$ cat src/rtl/belt_reminder_pkg.sv
`timescale 1ns/1ps
package belt_reminder_pkg;
  typedef enum logic [1:0] {
    ST_IDLE  = 2'd0,
    ST_WAIT  = 2'd1,
    ST_ALARM = 2'd2
  } br_state_e;
endpackage

$ cat src/rtl/br_sec_timer.sv
`timescale 1ns/1ps
module br_sec_timer #(
  parameter int SHORT_SECS = 5,
  parameter int LONG_SECS  = 10
) (
  input  logic clk_i,
  input  logic rst_ni,
  input  logic start_i,
  input  logic tick_i,
  output logic short_o,
  output logic long_o
);
  localparam int CNT_W = $clog2(LONG_SECS + 1);
  localparam logic [CNT_W-1:0] SHORT_CNT = CNT_W'(SHORT_SECS);
  localparam logic [CNT_W-1:0] LONG_CNT  = CNT_W'(LONG_SECS);

  logic [CNT_W-1:0] cnt_q;
  logic             run_q;
  logic [CNT_W-1:0] cnt_inc;

  assign cnt_inc = cnt_q + 1'b1;

  always_ff @(posedge clk_i or negedge rst_ni) begin
    if (!rst_ni) begin
      cnt_q   <= '0;
      run_q   <= 1'b0;
      short_o <= 1'b0;
      long_o  <= 1'b0;
    end else begin
      short_o <= 1'b0;
      long_o  <= 1'b0;
      if (start_i) begin
        cnt_q <= '0;
        run_q <= 1'b1;
      end else if (run_q && tick_i) begin
        cnt_q <= cnt_inc;
        if (cnt_inc == SHORT_CNT) short_o <= 1'b1;
        if (cnt_inc == LONG_CNT) begin
          long_o <= 1'b1;
          run_q  <= 1'b0;
        end
      end
    end
  end
endmodule

$ cat src/rtl/br_ctrl_fsm.sv
`timescale 1ns/1ps
module br_ctrl_fsm
  import belt_reminder_pkg::*;
(
  input  logic clk_i,
  input  logic rst_ni,
  input  logic key_on_i,
  input  logic key_off_i,
  input  logic belt_i,
  input  logic short_i,
  input  logic long_i,
  output logic start_req_o,
  output logic start_o,
  output logic alarm_on_o,
  output logic alarm_off_o,
  output logic alarm_o
);
  br_state_e state_q, state_d;
  logic      on_d, off_d;

  always_comb begin
    state_d     = state_q;
    start_req_o = 1'b0;
    on_d        = 1'b0;
    off_d       = 1'b0;
    unique case (state_q)
      ST_IDLE: if (key_on_i) begin
        start_req_o = 1'b1;
        state_d     = ST_WAIT;
      end
      ST_WAIT: begin
        // cancel wins over the short mark
        if (key_off_i || belt_i) begin
          state_d = ST_IDLE;
        end else if (short_i) begin
          on_d    = 1'b1;
          state_d = ST_ALARM;
        end
      end
      ST_ALARM: if (long_i || belt_i || key_off_i) begin
        off_d   = 1'b1;
        state_d = ST_IDLE;
      end
      default: state_d = ST_IDLE;
    endcase
  end

  always_ff @(posedge clk_i or negedge rst_ni) begin
    if (!rst_ni) begin
      state_q     <= ST_IDLE;
      start_o     <= 1'b0;
      alarm_on_o  <= 1'b0;
      alarm_off_o <= 1'b0;
    end else begin
      state_q     <= state_d;
      start_o     <= start_req_o;
      alarm_on_o  <= on_d;
      alarm_off_o <= off_d;
    end
  end

  assign alarm_o = (state_q == ST_ALARM);
endmodule

$ cat src/rtl/belt_reminder_ctrl.sv
`timescale 1ns/1ps
module belt_reminder_ctrl #(
  parameter int SHORT_SECS = 5,
  parameter int LONG_SECS  = 10
) (
  input  logic clk_i,
  input  logic rst_ni,
  input  logic tick_i,
  input  logic key_on_i,
  input  logic key_off_i,
  input  logic belt_i,
  output logic start_o,
  output logic alarm_on_o,
  output logic alarm_off_o,
  output logic alarm_o
);
  logic start_req, short_evt, long_evt;

  br_sec_timer #(
    .SHORT_SECS(SHORT_SECS),
    .LONG_SECS (LONG_SECS)
  ) timer_i (
    .clk_i  (clk_i),
    .rst_ni (rst_ni),
    .start_i(start_req),
    .tick_i (tick_i),
    .short_o(short_evt),
    .long_o (long_evt)
  );

  br_ctrl_fsm fsm_i (
    .clk_i      (clk_i),
    .rst_ni     (rst_ni),
    .key_on_i   (key_on_i),
    .key_off_i  (key_off_i),
    .belt_i     (belt_i),
    .short_i    (short_evt),
    .long_i     (long_evt),
    .start_req_o(start_req),
    .start_o    (start_o),
    .alarm_on_o (alarm_on_o),
    .alarm_off_o(alarm_off_o),
    .alarm_o    (alarm_o)
  );
endmodule

$ cat config.mk
export PLATFORM = sky130hd
export DESIGN_NAME = belt_reminder_ctrl
export DESIGN_NICKNAME = d
export VERILOG_FILES = /design/src/rtl/belt_reminder_pkg.sv /design/src/rtl/br_sec_timer.sv /design/src/rtl/br_ctrl_fsm.sv /design/src/rtl/belt_reminder_ctrl.sv
export SDC_FILE = /design/constraint.sdc
export NUM_CORES = 1
export LEC_CHECK = 0
export BUFFER_PORTS_ARGS = -buffer_cell sky130_fd_sc_hd__buf_4
export CAP_MARGIN = 10
export CORE_MARGIN = 4
export CORE_UTILIZATION = 45
export CTS_BUF_LIST = sky130_fd_sc_hd__clkbuf_2 sky130_fd_sc_hd__clkbuf_4 sky130_fd_sc_hd__clkbuf_8
export DETAILED_ROUTE_END_ITERATION = 8
export GPL_ROUTABILITY_DRIVEN = 0
export GPL_TIMING_DRIVEN = 0
export PLACE_DENSITY_LB_ADDON = 0.25
export SYNTH_ARGS = -nofsm -noshare
export SYNTH_HDL_FRONTEND = slang
export SYNTH_SLANG_ARGS = --single-unit
export TNS_END_PERCENT = 1
$ cat constraint.sdc
create_clock -name clk_i -period 2.4 [get_ports clk_i]
set_clock_uncertainty 0.2 [all_clocks]
set_input_delay 0.24 -clock clk_i [delete_from_list [all_inputs] [get_ports clk_i]]
set_output_delay 0.24 -clock clk_i [all_outputs]
set_load 0.03 [all_outputs]
* Yosys cells after proc, flatten, opt, wreduce, memory -nomap -nowiden *
Index checks and enable logic that the tools add are counted.

storage, ports and cells
  flip-flop bits (word level) = 12
  input port bits = 6

cells by class
  add/sub/neg operators = 1
  eq/ne operators = 7
  multiplexer cells = 23
  reduce and logical (&&, ||, !) cells = 9

operators with widths
  cell                                                                     number
  1-bit two-way mux                                                        16
  2-bit two-way mux                                                        4
  4-bit two-way mux                                                        2
  2-bit one-hot mux with 3 select lines                                    1
  4-bit by 1-bit adder with 4-bit output, second input constant            1
  4-bit by 3-bit equality test with 1-bit output, second input constant    1
  4-bit equality test, second input constant                               1
  2-bit nonzero test                                                       2
  1-bit logical OR                                                         3
  3-bit by 2-bit inequality test with 1-bit output, second input constant  1
  3-bit AND reduction                                                      1
  2-bit by 1-bit equality test with 1-bit output, second input constant    1
  2-bit equality test, second input constant                               1
  2-bit zero test                                                          1
  2-bit by 1-bit inequality test with 1-bit output, second input constant  1
  2-bit inequality test, second input constant                             1
  2-bit AND reduction                                                      1
  1-bit logical AND                                                        1

* Logic depth before layout (Yosys ltp) *
Gate-level depths: netlist of run 1.

  word-level depth = 5
  gate-level depth with buffers = 5
  gate-level depth less buffers = 5

* By module *
From an unflattened synthesis of run 1, not the netlist that was laid out.

unflattened totals
  cell total of the unflattened synthesis = 55
  area total of the unflattened synthesis = 591.8 sq um

modules (own cells, without submodules)
  module        instances  cells each  area an instance (sq um)  seq. area each (sq um)
  br_sec_timer  1          40          396.6                     175.2
  br_ctrl_fsm   1          15          195.2                     125.1

* Worst setup path before layout of run 1 *
Ideal clock, no wire load.

  kind = flip-flop to flip-flop
  from = register timer_i.cnt_q[0]
  to = register timer_i.run_q
  setup time = 120 ps
  arrival time = 1,374 ps
  data required time = 2,080 ps
  path slack = 706 ps
  cell stages (with the launch flop) = 4
  clock period less this slack = 1,694 ps
  cell sequence = dfrtp_1 ha_1 or4b_1 a31o_1

on the way
  word-level cells in the longest chain between the ends = 4

ends and longest elaborated chain
  what                                    line                source
  start: declaration                      br_sec_timer.sv:17  logic [CNT_W-1:0] cnt_q;
  start signal: assignment                br_sec_timer.sv:36  cnt_q <= cnt_inc;
  4-bit by 1-bit adder with 4-bit output  br_sec_timer.sv:21  assign cnt_inc = cnt_q + 1'b1;
  4-bit equality test                     br_sec_timer.sv:38  if (cnt_inc == LONG_CNT) begin
  2-bit nonzero test (no line)            --
  2-bit AND reduction (no line)           --
  end signal: assignment                  br_sec_timer.sv:26  run_q <= 1'b0;
  end signal: assignment                  br_sec_timer.sv:34  run_q <= 1'b1;
  end signal: assignment                  br_sec_timer.sv:40  run_q <= 1'b0;
  end: declaration                        br_sec_timer.sv:18  logic run_q;

Every way passes these cells.
A chain may end at the register's enable or synchronous reset.

* Worst setup path after layout of run 1 *
  from = register fsm_i.state_q[0]
  to = register fsm_i.state_q[1]

on the way
  word-level cells in the longest chain between the ends = 3
  elaborated cells on any way between the ends = 8
  classes of those cells = 5 x eq/ne; 1 x mux; 2 x reduce/logical

ends and longest elaborated chain
  what                                                                                      line               source
  start: declaration                                                                        br_ctrl_fsm.sv:18  br_state_e state_q, state_d;
  start signal: assignment                                                                  br_ctrl_fsm.sv:55  state_q <= state_d;
  2-bit by 1-bit equality test with 1-bit output, or another cell as far along              br_ctrl_fsm.sv:26  unique case (state_q)
  3-bit by 2-bit inequality test with 1-bit output (no line), or another cell as far along  --
  3-bit AND reduction (no line)                                                             --

Parallel ways exist; a longest one is shown, timed or not.

==> reports/summary.txt, run 1 <==
outcome - finished, final reports clean
global-route usage over all layers - 0.118
final net count - 82
Die Y - 44.6 µm
Setup CP Type - reg -> reg
largest stage delay on the critical path - 0.58 ns
routed len/inst - 13.0 µm
Vias/cell - 5.31
R2R Path End - fsm_i.state_q[1]$_DFFE_PN0P_
post-route ant nets - 0
Seq/Total Area, Yosys - 0.498
Setup violations, final - 0
Levels on crit path - 4
first-pass GRT wire length - 1710 µm
RSZ-0062 raised after global routing - no
PortBufs - 9
cell taking the most area after synthesis - dfrtp_1
FF-to-FF path depth - 4
Cell Pwr Density - 672 nW/µm²
top_reg_cell synth - dfrtp_1
clk_lat worst skew - 0.27 ns
# fillers - 88
Yosys reg bits - 12
post-CTS sizing - 0
crit path from - fsm_i.state_q[0]$_DFFE_PN0P_
largest net degree at the start of global routing - 13
Mapped Cells - 55
via count - 457
Syn Nets - 64
reg-to-reg slack, setup - 0.59 ns
startpoint types - register
Synth top area share - 0.498
hold crit path type - in -> reg
CP max FO - 4
DP Wirelength - 787 µm
Initial Utilization - 0.508
Site Rows - 12
total iterations of the first detailed-routing run - 4
CTS tree - done
remaining routing DRC violations - 0
Required @ worst endpoint - 2.40 ns
crit path cell chain - nor2b_1 -> nand2b_1 -> a211oi_1 -> dlygate4sd3_1
dpl cells - 78
initial antenna violation count - 0
arrival time worst endpoint - 1.81 ns
Longest Clk Path Bufs - 2
layout cells sized above 1 - 0.222
reg2reg start - fsm_i.state_q[0]$_DFFE_PN0P_
clock slew at reported path FFs - 0.07 ns
FFs w/ async S/R, synth - 1.00
Fin Setup TNS - 0 ns
end of the critical path - fsm_i.state_q[1]$_DFFE_PN0P_
most frequent cells in the layout - 12 x dfrtp_1, 9 x buf_4, 4 x nor2_1, 4 x dlygate4sd3_1
gr ovfl total - 0
io pins - 10
H-tree Lvls - 1
leakage - 0.399 nW
Syn Area/Cell - 11.0 µm²
Inserted Diodes - 0
Yosys cell types - 29
slew margin rel. - 0.681
Die X - 44.6 µm
Finished Layout Cells - 86
Area growth, synth to finish - 26.8%
Post-synth EDFFs - 0
Max stage delay cell, worst path - dlygate4sd3_1
Synth Cell Area - 603 µm²
YS warnings - 0
Fin. Hold Viols - 0
crit path time final - 1.81 ns
die area - 1990 µm²
Fmax - 553 MHz
most common cell after layout, fill and taps aside - dfrtp_1
final worst path period share - 0.753
WP buf/inv - 1
# clock sinks - 12
core footprint - 1190 µm²
Max-cap violations - 0
Iter 0 DRT Violations - 9
clk root buf - clkbuf_4
vias in the first global route - 390
delay-heaviest family, CP - buffers and inverters
top cells by area, synth - dfrtp_1 50%, ha_1 6.2%, o211a_1 5.0%
Max VDD drop - 0.000370 V
Routed WL - 1120 µm
Inserted Clock Buffers - 3
worst-margin pin slew - 0.477 ns
Max Slew Vio Count - 0
Worst Setup End Kind - register
Yosys cell counts (2+ instances only):
cell	n
nor3_1	2
o211a_1	3
inv_1	2
nand2_1	3
nor3b_1	2
nand3_1	3
a21oi_1	2
nor2_1	4
ha_1	3
dfrtp_1	12
registers in the layout (all words and copies together), names as in the netlist:
register	cells
fsm_i.alarm_off_o	1
fsm_i.alarm_on_o	1
fsm_i.start_o	1
fsm_i.state_q	2
timer_i.cnt_q	4
timer_i.long_o	1
timer_i.run_q	1
timer_i.short_o	1
tightest hold or removal path, cell delays in order:
cell and delay, ns:
buf_4 0.09, mux2i_1 0.06, nor2_1 0.08
layer usage:
layer,global-route usage,wire (µm),vias to the layer above
li1,-,-,234
met1,0.150,482,209
met2,0.198,559,14
met3,0.0366,79,0
met4,0.0181,0,0
met5,0,0,-
cells by family after synthesis:
| group | count (synthesis) | synth area share |
|---|---|---|
| multiplexers | 1 | 0.0166 |
| AO/OA/AOI/OAI | 11 | 0.141 |
| adder cells (fa/ha/maj) | 3 | 0.0622 |
| AND/OR/NAND/NOR | 23 | 0.232 |
| XOR/XNOR | 2 | 0.0291 |
| flip-flops | 12 | 0.498 |
| buffers and inverters | 3 | 0.0207 |
where the power goes:
part,switching [W],internal [W]
sequential,0.0000231,0.000223
clock,0.0000611,0.0000921
combinational,0.0000633,0.0000510
total,0.000148,0.000366
stage by stage:
stage / area [µm²] / worst slack [ns] / power, W / hold slack, ns / utilization
6_report: 764 / 0.592 / 0.000514 / 0.0451 / 0.645
2_1_floorplan: 603 / 0.706 / 0.000324 / -0.256 / -
3_5_place_dp: 688 / 0.625 / 0.000359 / -0.117 / 0.580
4_1_cts: 764 / 0.608 / 0.000518 / 0.0314 / 0.645
5_1_grt: 764 / 0.501 / 0.000549 / 0.0717 / 0.645
3_3_place_gp: 688 / 0.626 / 0.000356 / -0.120 / 0.580
worst min path at each step:
stage	from	endpoint	depth (start not counted)
floorplan	rst_ni	fsm_i.alarm_off_o$_DFF_PN0_	0
global placement	rst_ni	timer_i.run_q$_DFFE_PN0P_	1
detailed placement	rst_ni	timer_i.run_q$_DFFE_PN0P_	1
CTS	key_on_i	fsm_i.state_q[0]$_DFFE_PN0P_	3
global route	tick_i	timer_i.cnt_q[1]$_DFFE_PN0P_	3
finish	key_on_i	fsm_i.state_q[0]$_DFFE_PN0P_	3
final cells by class:
type | instances | area, µm² | area share
Buffer | 1 | 5.00 | 0.00655
Clock buffer | 4 | 36.3 | 0.0475
Inverter | 2 | 7.51 | 0.00982
Multi-Input combinational cell | 40 | 290 | 0.380
Sequential cell | 12 | 300 | 0.393
Tap cell | 14 | 17.5 | 0.0229
Timing Repair Buffer | 13 | 108 | 0.141
repair_timing:
action / in CTS / in global routing
hold buffers: 4 / 0
endpoints found under the hold margin: 14 / 0
setup buffers: 0 / 0
No activity file was read; power rests on OpenSTA's default activity.
==> inputs of run 2 (changes only) <==
- clock period: 2.4 -> 1.7 ns (I/O delays scaled with it)
==> reports/summary.txt, run 2 (same netlist as run 1, synthesis figures left out) <==
outcome - finished, final reports clean (unchanged)
first-pass GRT wire length - 1860 µm (was 1710 µm)
Max Slew Vio Count - 0 (unchanged)
clk root buf - clkbuf_4 (unchanged)
Max-cap violations - 0 (unchanged)
Site Rows - 12 (unchanged)
total iterations of the first detailed-routing run - 4 (unchanged)
remaining routing DRC violations - 0 (unchanged)
global-route usage over all layers - 0.126 (was 0.118)
leakage - 0.412 nW (was 0.399 nW)
initial antenna violation count - 0 (unchanged)
routed len/inst - 13.0 µm (about the same)
CTS tree - done (unchanged)
H-tree Lvls - 1 (unchanged)
arrival time worst endpoint - 1.65 ns (was 1.81 ns)
clock share of power - 0.272 (was 0.298)
Inserted Clock Buffers - 3 (unchanged)
Die X - 44.6 µm (unchanged)
Seq pwr share - 0.447 (was 0.479)
max FFs per register - 4 (unchanged)
Routed WL - 1170 µm (was 1120 µm)
Area growth, synth to finish - 37.1% (was 26.8%)
layout cells sized above 1 - 0.329 (was 0.222)
dpl cells - 78 (unchanged)
largest net degree at the start of global routing - 13 (unchanged)
startpoint types - register (unchanged)
final worst path period share - 0.995 (was 0.753)
Pint - 0.000562 W (was 0.000366 W)
Setup CP Type - reg -> reg (unchanged)
crit path cell chain - inv_2 -> ha_4 -> nand2_2 -> or4b_1 -> a31o_1 (was nor2b_1 -> nand2b_1 -> a211oi_1 -> dlygate4sd3_1)
most common cell after layout, fill and taps aside - buf_4 (was dfrtp_1)
Largest Register - timer_i.cnt_q (unchanged)
clock slew at reported path FFs - 0.07 ns (about the same)
Vias/cell - 5.49 (was 5.31)
Inserted Diodes - 0 (unchanged)
PortBufs - 9 (unchanged)
Max stage delay cell, worst path - or4b_1 (was dlygate4sd3_1)
io pins - 10 (unchanged)
Fmax - 591 MHz (was 553 MHz)
most frequent cells in the layout - 12 x buf_4, 10 x dfrtp_1, 5 x dlygate4sd3_1, 4 x nor2_1 (was 12 x dfrtp_1, 9 x buf_4, 4 x nor2_1, 4 x dlygate4sd3_1)
Cell Pwr Density - 963 nW/µm² (was 672 nW/µm²)
DP Wirelength - 787 µm (unchanged)
core footprint - 1190 µm² (unchanged)
fin area - 827 µm² (was 764 µm²)
die area - 1990 µm² (unchanged)
# clock sinks - 12 (unchanged)
Die Y - 44.6 µm (unchanged)
final net count - 86 (was 82)
Setup violations, final - 0 (unchanged)
switching power - 0.000234 W (was 0.000148 W)
worst-margin pin slew - 0.494 ns (was 0.477 ns)
Fin. Hold Viols - 0 (unchanged)
post-route ant nets - 0 (unchanged)
CP max FO - 4 (unchanged)
largest stage delay on the critical path - 0.49 ns (was 0.58 ns)
sw frac - 0.294 (was 0.287)
delay-heaviest family, CP - simple AND/OR/NAND/NOR gates (was buffers and inverters)
Regs by FF count - timer_i.cnt_q x4, fsm_i.state_q x2 (unchanged)
RSZ-0062 raised after global routing - yes (was no)
Required @ worst endpoint - 1.66 ns (was 2.40 ns)
via count - 494 (was 457)
vias in the first global route - 433 (was 390)
DP Area - 688 µm² (unchanged)
Initial Utilization - 0.508 (unchanged)
hold crit path type - in -> async (was in -> reg)
clk_lat worst skew - 0.27 ns (about the same)
Longest Clk Path Bufs - 2 (unchanged)
Finished Layout Cells - 90 (was 86)
crit path time final - 1.69 ns (was 1.81 ns)
Worst Setup End Kind - register (unchanged)
WP buf/inv - 1 (unchanged)
Max VDD drop - 0.000595 V (was 0.000370 V)
gr ovfl total - 0 (unchanged)
Iter 0 DRT Violations - 19 (was 9)
Logic pwr share - 0.281 (was 0.222)
slew margin rel. - 0.669 (was 0.681)
-- run 2: changes by cell type in the layout (fill, tap and decap cells not counted), sizes merged --
| cell | before | now |
|---|---|---|
| buf | 10 | 13 |
| dlygate4sd3 | 4 | 5 |
-- run 2: power by group through the flow --
stage	combinational [W]	clock [W]	sequential (W)
2_1_floorplan	0.000108	0	0.000349
3_3_place_gp	0.000152	0	0.000350
3_5_place_dp	0.000156	0	0.000351
4_1_cts	0.000216	0.000224	0.000353
5_1_grt	0.000250	0.000242	0.000362
6_report	0.000223	0.000217	0.000356
-- run 2: final timing paths --
path | cells past startpoint | to | startpoint | slack (ns)
max in group asynchronous | 2 | timer_i.cnt_q[1]$_DFFE_PN0P_ | rst_ni | 1.07
setup reg to reg | 5 | timer_i.run_q$_DFFE_PN0P_ | timer_i.cnt_q[1]$_DFFE_PN0P_ | 0.008
min in group clk_i | 4 | timer_i.cnt_q[2]$_DFFE_PN0P_ | tick_i | 0.11
setup / recovery | 5 | timer_i.run_q$_DFFE_PN0P_ | timer_i.cnt_q[1]$_DFFE_PN0P_ | 0.008
hold reg to reg | 1 | fsm_i.alarm_off_o$_DFF_PN0_ | timer_i.long_o$_DFF_PN0_ | 0.29
hold / removal | 2 | timer_i.long_o$_DFF_PN0_ | rst_ni | 0.07
-- run 2: layer usage --
metal | up-vias | track usage | share of wire
met2 | 20 | 0.189 | 0.46
li1 | 244 | - | -
met4 | 0 | 0.0301 | 0.0068
met1 | 228 | 0.175 | 0.47
met3 | 2 | 0.0366 | 0.063
met5 | - | 0 | 0
-- run 2: timing repair --
action / in CTS / in global routing
endpoints found under the setup margin: 1 / 1
gates resized for setup: 6 / 2
setup buffers: 3 / 0
pin swaps: 1 / 0
hold endpoints to repair: 17 / 0
hold buffers: 5 / 0
-- run 2: area by class of cell --
class / count / area, µm²
fill: 79 / 359
buffer: 1 / 5.00
multi-input combinational: 40 / 318
timing repair buffer: 17 / 140
clock buffer: 4 / 36.3
inverter: 2 / 7.51
sequential: 12 / 303
tap: 14 / 17.5
-- run 2: stage by stage --
step / setup TNS [ns] / setup WS, ns / hold slack [ns] / utilization / power (W)
6_report: 0 / 0.00841 / 0.0662 / 0.697 / 0.000796
5_1_grt: -0.0432 / -0.0432 / 0.0653 / 0.697 / 0.000854
4_1_cts: -0.00386 / -0.00386 / 0.0625 / 0.694 / 0.000794
3_5_place_dp: -0.0749 / -0.0749 / -0.187 / 0.580 / 0.000507
3_3_place_gp: -0.0740 / -0.0740 / -0.190 / 0.580 / 0.000502
2_1_floorplan: 0 / 0.00630 / -0.326 / - / 0.000457
